[src/rtl/pgwalk_pkg.sv]
package pgwalk_pkg;

    typedef enum logic [1:0] {
        ST_IDLE     = 2'd0,
        ST_READ_DIR = 2'd1,
        ST_READ_PTE = 2'd2,
        ST_DONE     = 2'd3
    } walk_state_t;

    // log2 of the byte size of one table entry
    localparam int ENTRY_SHIFT = 2;

endpackage

[src/rtl/pgwalk_addr.sv]
// Address generation for both walk levels and composition of the result.
module pgwalk_addr
    import pgwalk_pkg::*;
#(
    parameter int DIR_W = 8,
    parameter int PT_W  = 11,
    parameter int OFF_W = 13,
    localparam int VA_W    = DIR_W + PT_W + OFF_W,
    localparam int FRAME_W = VA_W - OFF_W
) (
    input  logic [VA_W-1:0]    vaddr,
    input  logic [VA_W-1:0]    base,
    input  logic [FRAME_W-1:0] tframe,
    input  logic               second_level,
    input  logic [VA_W-1:0]    pte,
    output logic [VA_W-1:0]    rd_addr,
    output logic [VA_W-1:0]    paddr_ok
);

    localparam int PAD_W = OFF_W - PT_W - ENTRY_SHIFT;

    logic [DIR_W-1:0] dir_idx;
    logic [PT_W-1:0]  pt_idx;
    logic [VA_W-1:0]  dir_off;
    logic [VA_W-1:0]  pte_addr;

    assign dir_idx = vaddr[VA_W-1 -: DIR_W];
    assign pt_idx  = vaddr[OFF_W +: PT_W];
    assign dir_off = {{(VA_W-DIR_W-ENTRY_SHIFT){1'b0}}, dir_idx, {ENTRY_SHIFT{1'b0}}};

    generate
        if (PAD_W > 0) begin : g_pad
            assign pte_addr = {tframe, {PAD_W{1'b0}}, pt_idx, {ENTRY_SHIFT{1'b0}}};
        end else begin : g_nopad
            assign pte_addr = {tframe, pt_idx, {ENTRY_SHIFT{1'b0}}};
        end
    endgenerate

    assign rd_addr  = second_level ? pte_addr : (base + dir_off);
    assign paddr_ok = {pte[VA_W-1:OFF_W], vaddr[OFF_W-1:0]};

endmodule

[src/rtl/pgwalk_fsm.sv]
// Walk sequencer: state register, captured request and result registers.
module pgwalk_fsm
    import pgwalk_pkg::*;
#(
    parameter int DIR_W = 8,
    parameter int PT_W  = 11,
    parameter int OFF_W = 13,
    localparam int VA_W    = DIR_W + PT_W + OFF_W,
    localparam int FRAME_W = VA_W - OFF_W
) (
    input  logic               clk,
    input  logic               rst_n,
    input  logic               req_valid,
    input  logic [VA_W-1:0]    req_vaddr,
    input  logic [VA_W-1:0]    dir_base,
    input  logic               mem_rd_ready,
    input  logic [VA_W-1:0]    mem_rd_data,
    input  logic [VA_W-1:0]    paddr_ok,
    output logic [VA_W-1:0]    vaddr_q,
    output logic [VA_W-1:0]    base_q,
    output logic [FRAME_W-1:0] tframe_q,
    output logic               second_level,
    output logic               req_ready,
    output logic               mem_rd_valid,
    output logic               resp_valid,
    output logic [VA_W-1:0]    resp_paddr,
    output logic               resp_fault
);

    walk_state_t     state_q, state_d;
    logic [VA_W-1:0] paddr_q;
    logic            fault_q;
    logic            present;

    assign present = mem_rd_data[0];

    // next-state decode
    always_comb begin
        state_d = state_q;
        unique case (state_q)
            ST_IDLE:     if (req_valid)    state_d = ST_READ_DIR;
            ST_READ_DIR: if (mem_rd_ready) state_d = present ? ST_READ_PTE : ST_DONE;
            ST_READ_PTE: if (mem_rd_ready) state_d = ST_DONE;
            ST_DONE:                       state_d = ST_IDLE;
            default:                       state_d = ST_IDLE;
        endcase
    end

    // state register
    always_ff @(posedge clk or negedge rst_n) begin
        if (!rst_n) state_q <= ST_IDLE;
        else        state_q <= state_d;
    end

    // datapath registers
    always_ff @(posedge clk or negedge rst_n) begin
        if (!rst_n) begin
            vaddr_q  <= '0;
            base_q   <= '0;
            tframe_q <= '0;
            paddr_q  <= '0;
            fault_q  <= 1'b0;
        end else begin
            unique case (state_q)
                ST_IDLE: if (req_valid) begin
                    vaddr_q <= req_vaddr;
                    base_q  <= dir_base;
                    paddr_q <= '0;
                    fault_q <= 1'b0;
                end
                ST_READ_DIR: if (mem_rd_ready) begin
                    tframe_q <= mem_rd_data[VA_W-1:OFF_W];
                    fault_q  <= !present;
                end
                ST_READ_PTE: if (mem_rd_ready) begin
                    fault_q <= !present;
                    paddr_q <= present ? paddr_ok : '0;
                end
                ST_DONE: ;
                default: ;
            endcase
        end
    end

    // outputs
    always_comb begin
        req_ready    = 1'b0;
        mem_rd_valid = 1'b0;
        resp_valid   = 1'b0;
        second_level = 1'b0;
        unique case (state_q)
            ST_IDLE:     req_ready = 1'b1;
            ST_READ_DIR: mem_rd_valid = 1'b1;
            ST_READ_PTE: begin
                mem_rd_valid = 1'b1;
                second_level = 1'b1;
            end
            ST_DONE:     resp_valid = 1'b1;
            default: ;
        endcase
    end

    assign resp_paddr = paddr_q;
    assign resp_fault = fault_q;

    // a pending read keeps its request
    assert_rd_hold_R7: assert property (@(posedge clk) disable iff (!rst_n)
        (mem_rd_valid && !mem_rd_ready) |=> mem_rd_valid);

    // response lasts one cycle and is followed by readiness
    assert_resp_pulse_R9: assert property (@(posedge clk) disable iff (!rst_n)
        resp_valid |=> (!resp_valid && req_ready));

    // readiness excludes any walk activity
    assert_ready_excl_R8: assert property (@(posedge clk) disable iff (!rst_n)
        req_ready |-> (!mem_rd_valid && !resp_valid));

    // absent directory entry faults at once, no table read
    assert_dir_fault_R5: assert property (@(posedge clk) disable iff (!rst_n)
        (state_q == ST_READ_DIR && mem_rd_ready && !present)
            |=> (resp_valid && resp_fault && resp_paddr == '0));

    // absent table entry faults
    assert_pte_fault_R6: assert property (@(posedge clk) disable iff (!rst_n)
        (second_level && mem_rd_ready && !present) |=> (resp_valid && resp_fault));

endmodule

[src/rtl/pgwalk.sv]
module pgwalk
    import pgwalk_pkg::*;
#(
    parameter int DIR_W = 8,
    parameter int PT_W  = 11,
    parameter int OFF_W = 13,
    localparam int VA_W    = DIR_W + PT_W + OFF_W,
    localparam int FRAME_W = VA_W - OFF_W
) (
    input  logic            clk,
    input  logic            rst_n,
    input  logic            req_valid,
    output logic            req_ready,
    input  logic [VA_W-1:0] req_vaddr,
    input  logic [VA_W-1:0] dir_base,
    output logic            mem_rd_valid,
    output logic [VA_W-1:0] mem_rd_addr,
    input  logic            mem_rd_ready,
    input  logic [VA_W-1:0] mem_rd_data,
    output logic            resp_valid,
    output logic [VA_W-1:0] resp_paddr,
    output logic            resp_fault
);

    logic [VA_W-1:0]    vaddr_q;
    logic [VA_W-1:0]    base_q;
    logic [FRAME_W-1:0] tframe_q;
    logic               second_level;
    logic [VA_W-1:0]    paddr_ok;

    pgwalk_addr #(.DIR_W(DIR_W), .PT_W(PT_W), .OFF_W(OFF_W)) u_addr (
        .vaddr        (vaddr_q),
        .base         (base_q),
        .tframe       (tframe_q),
        .second_level (second_level),
        .pte          (mem_rd_data),
        .rd_addr      (mem_rd_addr),
        .paddr_ok     (paddr_ok)
    );

    pgwalk_fsm #(.DIR_W(DIR_W), .PT_W(PT_W), .OFF_W(OFF_W)) u_fsm (
        .clk          (clk),
        .rst_n        (rst_n),
        .req_valid    (req_valid),
        .req_vaddr    (req_vaddr),
        .dir_base     (dir_base),
        .mem_rd_ready (mem_rd_ready),
        .mem_rd_data  (mem_rd_data),
        .paddr_ok     (paddr_ok),
        .vaddr_q      (vaddr_q),
        .base_q       (base_q),
        .tframe_q     (tframe_q),
        .second_level (second_level),
        .req_ready    (req_ready),
        .mem_rd_valid (mem_rd_valid),
        .resp_valid   (resp_valid),
        .resp_paddr   (resp_paddr),
        .resp_fault   (resp_fault)
    );

    // address of a pending read is stable
    assert_addr_hold_R7: assert property (@(posedge clk) disable iff (!rst_n)
        (mem_rd_valid && !mem_rd_ready) |=> $stable(mem_rd_addr));

endmodule

[config.mk]
export PLATFORM = sky130hd
export DESIGN_NAME = pgwalk
export DESIGN_NICKNAME = d
export VERILOG_FILES = /design/src/rtl/pgwalk_pkg.sv /design/src/rtl/pgwalk_addr.sv /design/src/rtl/pgwalk_fsm.sv /design/src/rtl/pgwalk.sv
export SDC_FILE = /design/constraint.sdc
export NUM_CORES = 1
export LEC_CHECK = 0
export ABC_CLOCK_PERIOD_IN_PS = 6000
export CORE_MARGIN = 2
export CORE_UTILIZATION = 51
export CTS_CLUSTER_SIZE = 28
export DETAILED_ROUTE_END_ITERATION = 8
export PLACE_DENSITY_LB_ADDON = 0.3
export SLEW_MARGIN = 30
export SYNTH_ARGS = -nofsm -noshare
export SYNTH_HDL_FRONTEND = slang
export SYNTH_SLANG_ARGS = --single-unit
[constraint.sdc]
create_clock -name clk -period 6 [get_ports clk]
set_input_delay 0.6 -clock clk [delete_from_list [all_inputs] [get_ports clk]]
set_output_delay 0.6 -clock clk [all_outputs]
set_load 0.05 [all_outputs]
==> run_results.csv, run 1 <==
group,metric,value,unit
global_routing,overflow,0,
placement,portBuffers,155,
placement,place.gp.congestion,0.765,
outcome,status,"completed",
logic_synthesis,synthCells,510,
cells_and_area,area_growth,39.6,%
logic_synthesis,synth_most_common_cell,"dfrtp_1",
detailed_routing,viasPerCell,5.42,
cells_and_area,multi_input_area,0.00262,mm²
die,start_util,52.3,%
timing,setup_viol,0,
timing,period_share,69.7,%
global_routing,grt_pass1_wl,22100,µm
logic_synthesis,yosysTopAreaCell,"dfrtp_1",
clocking,cts.htree.levels,4,
die,rows,38,
clocking,clk-insertion-delay-late,0.50,ns
global_routing,grt_usage,24.0,%
detailed_routing,wl_per_cell,17.1,µm
timing,drv_slew,0,
die,boundaryPins,168,
setup_path,start_kind,"flop",
setup_path,crit_path_max_fanout,8,
min_path,min_path_type,"in2async",
cells_and_area,register_area,0.00295,mm²
logic_synthesis,synth_nets,623,
timing,slew_headroom,43.8,%
die,dieHeight,110,µm
setup_path,critical_path_buf_inv_count,1,
detailed_routing,drt-total-wl,13900,µm
logic_synthesis,syn-mean-instance-area,11.2,µm²
clocking,clkSinkCount,118,
logic_synthesis,synth_ff_type,"dfrtp_1",
clocking,cts_root_buf,"clkbuf_8",
cells_and_area,fillers,775,
die,core-area,0.0109,mm²
detailed_routing,drtIter0Drc,281,
timing,skew,0.00829,ns
global_routing,grt_pass1_vias,4529,
setup_path,crit_slowest_cell,"clkdlybuf4s50_1",
clocking,cts_buffers,17,
setup_path,cp.required,5.40,ns
timing,hold_viol_final,0,
logic_synthesis,synth_edf_count,0,
logic_synthesis,yosys-top-cells-count,"dfrtp_1 (118), mux2_2 (90), nand2_1 (90)",
detailed_routing,drc,0,
cells_and_area,drive_gt1_share,20.6,%
timing,fin_setup_tns,0,ns
logic_synthesis,synth-async-reset-ratio,100,%
cells_and_area,diodes,0,
logic_synthesis,synth_top_area_share,51.9,%
logic_synthesis,synth_top_cells_by_area,"dfrtp_1 (52%), mux2_2 (18%), nand2_1 (5.9%)",
global_routing,grt_antenna_before_repair,0,
logic_synthesis,ys_seq_area_share,51.9,%
clocking,cts_hold_buf,0,
logic_synthesis,ys_types,39,
die,fp.dieW,110,µm
setup_path,cp_top_family,"compound AO/OA/AOI/OAI gates",
cells_and_area,finalNetCount,774,
setup_path,crit_path_end_kind,"primary output",
clocking,cts_buffer_depth,2,
run,cap_violations,0,
placement,detailed_place_hpwl,9690,µm
setup_path,max_stage_delay,0.83,ns
clocking,cts_setup_buffers,0,
die,dieArea,0.0120,mm²
timing,fin_crit,4.18,ns
timing,rsz0062_at_grt,"no",
clocking,cts_tree,"done",
detailed_routing,detail-route-antenna-nets,0,
detailed_routing,vias,4415,
clocking,clkSlewWorstSetupHoldPaths,0.06,ns
logic_synthesis,syn_area,0.00569,mm²
detailed_routing,first_pass_iters,4,
clocking,post_cts_resized,0,
logic_synthesis,ys_seq_elements,118,
timing,fmax,239,MHz
setup_path,path_cells,"ha_1, fa_1, a211oi_1, o211ai_2, nand4_4, o21ai_0, a31oi_1, clkdlybuf4s50_1",
timing,worst_pin_slew,0.843,ns
global_routing,grt_max_degree,69,
setup_path,cp.arrival,3.58,ns
logic_synthesis,ys_warn_count,0,
setup_path,path_class,"reg2out",
## worst register-to-register path: cells and delay by family (launching register included)
| family | cells | cell delay, ns |
|---|---|---|
| fa+ha+maj | 1 | 0.17 |
| buf+inv | 2 | 0.53 |
| mux | 1 | 0.41 |
| simple gates | 3 | 0.70 |
| flops | 1 | 0.43 |
## path summary, 6_finish.rpt
path | from | endpoint | slack [ns] | cells after the start
setup reg to reg | u_fsm.state_q[0]$_DFFE_PN0P_ | u_fsm.resp_paddr[7]$_DFFE_PN0P_ | 3.65 | 7
setup / recovery | u_fsm.base_q[2]$_DFFE_PN0P_ | mem_rd_addr[28] | 1.82 | 8
min in group clk | u_fsm.resp_paddr[27]$_DFFE_PN0P_ | u_fsm.resp_paddr[27]$_DFFE_PN0P_ | 0.47 | 2
hold reg to reg | u_fsm.resp_paddr[27]$_DFFE_PN0P_ | u_fsm.resp_paddr[27]$_DFFE_PN0P_ | 0.47 | 2
max in group asynchronous | rst_n | u_fsm.base_q[16]$_DFFE_PN0P_ | 4.62 | 2
hold / removal | rst_n | u_fsm.tframe_q[14]$_DFFE_PN0P_ | 0.10 | 1
## metrics by stage
| stage | worst slack [ns] | hold slack [ns] | cells | cell area [µm²] | util, % |
|---|---|---|---|---|---|
| 4_1_cts | 1.78 | 0.122 | 814 | 7950 | 73.0 |
| 3_5_place_dp | 2.34 | 0.457 | 782 | 7350 | 67.5 |
| 5_1_grt | 1.64 | 0.151 | 814 | 7950 | 73.0 |
| 6_report | 1.82 | 0.104 | 814 | 7950 | 73.0 |
| 3_3_place_gp | 2.40 | 0.448 | 782 | 7340 | 67.4 |
| 2_1_floorplan | 2.73 | 0.304 | 510 | 5690 | - |
## cells by family (layout without fill, tap and decap cells)
family | Yosys count | count (layout) | synth area share [%]
buffers and inverters | 32 | 196 | 2.24
and+or+nand+nor | 177 | 177 | 15.2
AOI/OAI and AO/OA | 58 | 58 | 6.50
muxes | 91 | 91 | 18.0
adders and majority gates | 13 | 13 | 2.99
DFF | 118 | 118 | 51.9
xor gates and xnor gates | 21 | 21 | 3.23
## per-layer routing
metal | GRT usage [%] | vias up | part of all wire [%]
li1 | - | 2095 | -
met1 | 29.9 | 2162 | 41
met2 | 40.7 | 141 | 51
met3 | 6.28 | 17 | 6.3
met4 | 8.32 | 0 | 1.6
met5 | 0 | - | 0
## layout by cell type, fill, tap and decap left out, types with 6 or more instances in the layout
cell             count
a21oi_1              7
o21ai_1             15
nand2_1             88
mux2_2              90
nand3_1             39
clkbuf_16           16
clkdlybuf4s50_1    154
nand2b_1             7
xnor2_1              8
xor2_1              13
nor2_1               6
dfrtp_1            118
inv_1                6
o21ai_0             13
nand4_1              8
ha_1                11
## area by class of cell
class / instances / share of cell area, %
Sequential cell: 118 / 37.2
Multi-Input combinational cell: 360 / 33.0
Timing Repair Buffer: 158 / 19.8
Clock buffer: 18 / 5.38
Tap cell: 140 / 2.20
Clock inverter: 14 / 2.19
Inverter: 6 / 0.283
## sequential cells by signal (all words and copies together) (netlist names)
| signal | cells |
|---|---|
| u_fsm.resp_paddr | 32 |
| u_fsm.tframe_q | 19 |
| u_fsm.state_q | 2 |
| u_fsm.vaddr_q | 32 |
| u_fsm.base_q | 32 |
| u_fsm.resp_fault | 1 |
Power of run 1 is not shown: default switching activity piles up to over one toggle a cycle in this logic, so the estimate is an artifact.
==> run 2, diff against run 1 <==
ABC_CLOCK_PERIOD_IN_PS = 3770   (was 6000)
CORE_UTILIZATION = 43   (was 51)
clock period = 3.77 ns   (was 6 ns; I/O delays follow)
==> run 2 against run 1 <==
Against the previous run: wire length shrank 2.1%; utilization shrank 11 points; final area grew 1.4%; via count shrank 1.1%.
==> run_results.csv, run 2 (synthesized netlist as in run 1, its figures left out) <==
group,metric,value,unit
clocking,cts_tree,"done",
die,start_util,43.5,%
setup_path,start_kind,"flop",
timing,slew_headroom,41.9,%
detailed_routing,drc,0,
die,rows,42,
clocking,cts_hold_buf,0,
placement,portBuffers,155,
setup_path,max_stage_delay,0.83,ns
run,cap_violations,0,
detailed_routing,wl_per_cell,15.9,µm
setup_path,cp_top_family,"buffers and inverters",
timing,rsz0062_at_grt,"no",
global_routing,grt_max_degree,64,
global_routing,grt_pass1_vias,4501,
cells_and_area,area_growth,41.6,%
setup_path,path_class,"reg2out",
setup_path,cp.arrival,3.17,ns
cells_and_area,final_cells,854,
detailed_routing,wl_met3,764,µm
detailed_routing,viasPerCell,5.11,
clocking,clkSinkCount,118,
clocking,clkSlewWorstSetupHoldPaths,0.05,ns
timing,hold_viol_final,0,
die,dieArea,0.0142,mm²
clocking,cts_buffer_depth,2,
clocking,cts_buffers,17,
detailed_routing,first_pass_iters,4,
detailed_routing,wl_met1,5900,µm
clocking,cts_root_buf,"clkbuf_16",
min_path,min_path_type,"in2async",
placement,place.gp.congestion,0.790,
placement,place_ws,0.333,ns
die,core-area,0.0131,mm²
timing,skew,0.00519,ns
cells_and_area,diodes,0,
die,fp.dieW,119,µm
setup_path,path_cells,"ha_1, fa_1, a211oi_1, o21ai_0, xnor2_1, o21ai_0, clkdlybuf4s50_1",
timing,fin_crit,3.55,ns
setup_path,crit_slowest_cell,"clkdlybuf4s50_1",
detailed_routing,dr_wl_met2,6650,µm
timing,period_share,94.1,%
setup_path,critical_path_buf_inv_count,1,
global_routing,grt_pass1_wl,22200,µm
timing,finalWorstSetupSlack,0.223,ns
cells_and_area,final_cell_mix,"clkdlybuf4s50_1 (142), dfrtp_1 (118), mux2_2 (90)",
setup_path,crit_path_end_kind,"primary output",
cells_and_area,fillers,1049,
cells_and_area,layout_commonest_cell,"clkdlybuf4s50_1",
global_routing,overflow,0,
clocking,clk-insertion-delay-late,0.41,ns
cells_and_area,finalNetCount,778,
global_routing,grt_antenna_before_repair,1,
setup_path,crit_path_max_fanout,3,
outcome,status,"completed",
timing,fin_setup_tns,0,ns
placement,place_inst,820,
detailed_routing,vias,4367,
detailed_routing,drtIter0Drc,252,
detailed_routing,detail-route-antenna-nets,0,
timing,fmax,282,MHz
timing,drv_slew,0,
timing,setup_viol,0,
setup_path,cp.required,3.39,ns
die,boundaryPins,168,
cells_and_area,post-route-util,61.6,%
setup_path,cpMostUsedCell,"o21ai_0",
cells_and_area,drive_gt1_share,20.9,%
timing,worst_pin_slew,0.869,ns
die,dieHeight,119,µm
clocking,cts.htree.levels,4,
detailed_routing,top_layer,"met4",
placement,detailed_place_hpwl,9700,µm
detailed_routing,drt-total-wl,13600,µm
global_routing,grt_usage,20.0,%
==> run 2: cell types whose count changed in the layout (fill, tap and decap cells not counted), moves of 2 or more <==
cell             before  now
clkdlybuf4s50_1     154  142
dlygate4sd2_1         0    7
buf_4                 4    8
dlymetal6s2s_1        0    4
clkinv_4              2    0
==> run 2: area by class of cell <==
type / instances / area, µm² / area share (%)
clock buffers: 21 / 470 / 5.83
clock inverters: 11 / 170 / 2.11
inverters: 6 / 22.5 / 0.279
multi-input cells: 360 / 2620 / 32.5
flip-flops and latches: 118 / 2950 / 36.6
well taps: 176 / 220 / 2.73
repair buffers: 162 / 1600 / 19.9
==> run 2: worst register-to-register path, delay by kind of cell (launching register included) <==
family | cells | cell delay [ns]
buffers and inverters | 1 | 0.11
adder cells (fa/ha/maj) | 1 | 0.44
flip-flops | 1 | 0.43
AND/OR/NAND/NOR | 3 | 0.69
multiplexers | 1 | 0.39
==> run 2: repair_timing <==
| item | 4_1_cts | 5_1_grt |
|---|---|---|
| resized for setup | 8 | 5 |
| setup endpoints to repair | 8 | 6 |
| pin swaps | 0 | 1 |
| cloned | 0 | 0 |
| setup buffers | 0 | 2 |
==> run 2: layer usage <==
metal  up-vias  global-route usage (%)
li1       2107                       -
met2       125                    32.8
met5         -                       0
met4         0                    8.04
met3        19                    5.80
met1      2116                    24.8
==> run 2: per-stage QoR <==
stage | hold slack, ns | cell area (µm²)
2_1_floorplan | 0.0814 | 5690
3_3_place_gp | 0.448 | 7400
3_5_place_dp | 0.456 | 7410
4_1_cts | 0.0785 | 8040
5_1_grt | 0.124 | 8060
6_report | 0.0676 | 8060
==> run 2: final timing paths <==
path	from	to	slack [ns]	cells after the start
worst min register to register	u_fsm.resp_paddr[4]$_DFFE_PN0P_	u_fsm.resp_paddr[4]$_DFFE_PN0P_	0.46	2
worst max-delay path	u_fsm.base_q[2]$_DFFE_PN0P_	mem_rd_addr[8]	0.22	7
max in group asynchronous	rst_n	u_fsm.base_q[19]$_DFFE_PN0P_	2.83	2
worst min-delay path	rst_n	u_fsm.resp_paddr[25]$_DFFE_PN0P_	0.07	1
min in group clk	u_fsm.resp_paddr[4]$_DFFE_PN0P_	u_fsm.resp_paddr[4]$_DFFE_PN0P_	0.46	2
worst max register to register	u_fsm.state_q[0]$_DFFE_PN0P_	u_fsm.resp_paddr[0]$_DFFE_PN0P_	1.59	6
Power of run 2 is left out for the same reason.
==> run 3, diff against run 2 <==
TNS_END_PERCENT = 10   (was not set)
==> run 3 against run 2 <==
Against the previous run: largest cell class unchanged; sequential share of layout area rose by 0.068 points; wire length decreased by 0.38%; first-iteration DRC count fell by 15%; final area down 0.19%; critical endpoint is now mem_rd_addr[30]; clock-buffer cell count unchanged; fmax shrank 0.76%; global-route usage is the same; cell count shrank 0.23%; highest routed layer unchanged; worst setup slack got worse by 0.027 ns; critical path depth increased by 1; utilization down 0.11 points.
==> run_results.csv, run 3 (synthesized netlist as in run 1, its figures left out) <==
group,metric,value,unit
outcome,status,"completed",
global_routing,grt_pass1_vias,4501,
clocking,clkSlewWorstSetupHoldPaths,0.05,ns
timing,rsz0062_at_grt,"yes",
timing,setup_viol,0,
setup_path,r2r-end,"u_fsm.resp_paddr[0]$_DFFE_PN0P_",
clocking,cts_setup_buffers,0,
detailed_routing,wl_per_cell,15.9,µm
cells_and_area,diodes,0,
clocking,cts_root_buf,"clkbuf_16",
global_routing,overflow,0,
timing,worst_pin_slew,0.869,ns
detailed_routing,drc,0,
detailed_routing,detail-route-antenna-nets,0,
detailed_routing,drt-total-wl,13500,µm
clocking,cts.htree.levels,4,
setup_path,worst_r2r_path_depth,6,
setup_path,cp.required,3.39,ns
clocking,cts_hold_buf,0,
setup_path,critical_path_buf_inv_count,1,
die,dieArea,0.0142,mm²
cells_and_area,finalNetCount,776,
timing,fin_setup_tns,0,ns
clocking,cts_buffers,17,
setup_path,crit_path_end_kind,"primary output",
timing,drv_slew,0,
timing,fmax,280,MHz
setup_path,cp_top_family,"compound AO/OA/AOI/OAI gates",
die,rows,42,
clocking,cts_buffer_depth,2,
die,dieHeight,119,µm
placement,detailed_place_hpwl,9700,µm
setup_path,crit_path_max_fanout,8,
setup_path,max_stage_delay,0.55,ns
die,fp.dieW,119,µm
placement,place.gp.congestion,0.790,
cells_and_area,multi_input_area,0.00262,mm²
cells_and_area,drive_gt1_share,20.7,%
clocking,post_cts_resized,8,
run,cap_violations,0,
die,core-area,0.0131,mm²
detailed_routing,vias,4377,
global_routing,grt_pass1_wl,22200,µm
detailed_routing,first_pass_iters,4,
timing,hold_viol_final,0,
die,boundaryPins,168,
setup_path,start_kind,"flop",
setup_path,path_class,"reg2out",
timing,fin_crit,3.57,ns
detailed_routing,viasPerCell,5.14,
detailed_routing,drtIter0Drc,214,
cells_and_area,final_cell_mix,"clkdlybuf4s50_1 (142), dfrtp_1 (118), mux2_2 (90)",
die,start_util,43.5,%
setup_path,r2r_slack,1.59,ns
setup_path,path_cells,"ha_1, fa_1, a211oi_1, o211ai_2, nand4_4, or3_1, a31oi_1, dlygate4sd2_1",
cells_and_area,fillers,1050,
clocking,clkSinkCount,118,
clocking,clk-insertion-delay-late,0.41,ns
cells_and_area,area_growth,41.3,%
placement,portBuffers,155,
timing,skew,0.00509,ns
setup_path,r2r-start,"u_fsm.state_q[0]$_DFFE_PN0P_",
min_path,min_path_type,"in2async",
timing,period_share,94.8,%
timing,slew_headroom,41.9,%
global_routing,grt_max_degree,64,
global_routing,grt_antenna_before_repair,1,
clocking,cts_tree,"done",
cells_and_area,layout_commonest_cell,"clkdlybuf4s50_1",
global_routing,grt_usage,20.0,%
cells_and_area,register_area,0.00295,mm²
setup_path,crit_slowest_cell,"dlygate4sd2_1",
setup_path,cp.arrival,3.20,ns
## run 3: changes by cell type in the layout (fill, tap and decap cells not counted), sizes merged
cell,before,now
buf,8,6
## run 3: layer usage
layer  global-route usage [%]  routed length (µm)  vias up
met1                     24.8                5880     2124
li1                         -                   -     2102
met3                     5.80                 763       22
met4                     8.04                 295        0
met5                        0                   0        -
met2                     32.8                6590      129
## run 3: layout make-up
| type | count | area share, % |
|---|---|---|
| sequential | 118 | 36.7 |
| inverter | 6 | 0.280 |
| clock inverter | 11 | 2.11 |
| multi-input combinational | 360 | 32.6 |
| clock buffer | 21 | 5.85 |
| timing repair buffer | 160 | 19.7 |
| tap | 176 | 2.74 |
## run 3: how the worst max path moves through the flow
stage / startpoint / endpoint / slack (ns) / cells past startpoint
2_1_floorplan: u_fsm.base_q[2]$_DFFE_PN0P_ / mem_rd_addr[8] / 0.73 / 6
3_3_place_gp: u_fsm.base_q[2]$_DFFE_PN0P_ / mem_rd_addr[28] / 0.38 / 8
3_5_place_dp: u_fsm.vaddr_q[24]$_DFFE_PN0P_ / mem_rd_addr[30] / 0.33 / 8
4_1_cts: u_fsm.base_q[2]$_DFFE_PN0P_ / mem_rd_addr[20] / 0.006 / 8
5_1_grt: u_fsm.vaddr_q[24]$_DFFE_PN0P_ / mem_rd_addr[30] / -0.003 / 8
6_report: u_fsm.base_q[2]$_DFFE_PN0P_ / mem_rd_addr[30] / 0.20 / 8
## run 3: through the flow
step | cells | hold slack (ns) | utilization, % | instance area (µm²) | worst slack [ns]
floorplan | 510 | 0.0814 | - | 5690 | 0.728
global placement | 820 | 0.448 | 56.6 | 7400 | 0.380
detailed placement | 820 | 0.456 | 56.6 | 7410 | 0.333
CTS | 852 | 0.0785 | 61.4 | 8040 | 0.00584
global route | 852 | 0.124 | 61.5 | 8050 | -0.00342
finish | 852 | 0.0634 | 61.5 | 8050 | 0.196
Power of run 3 is left out for the same reason.
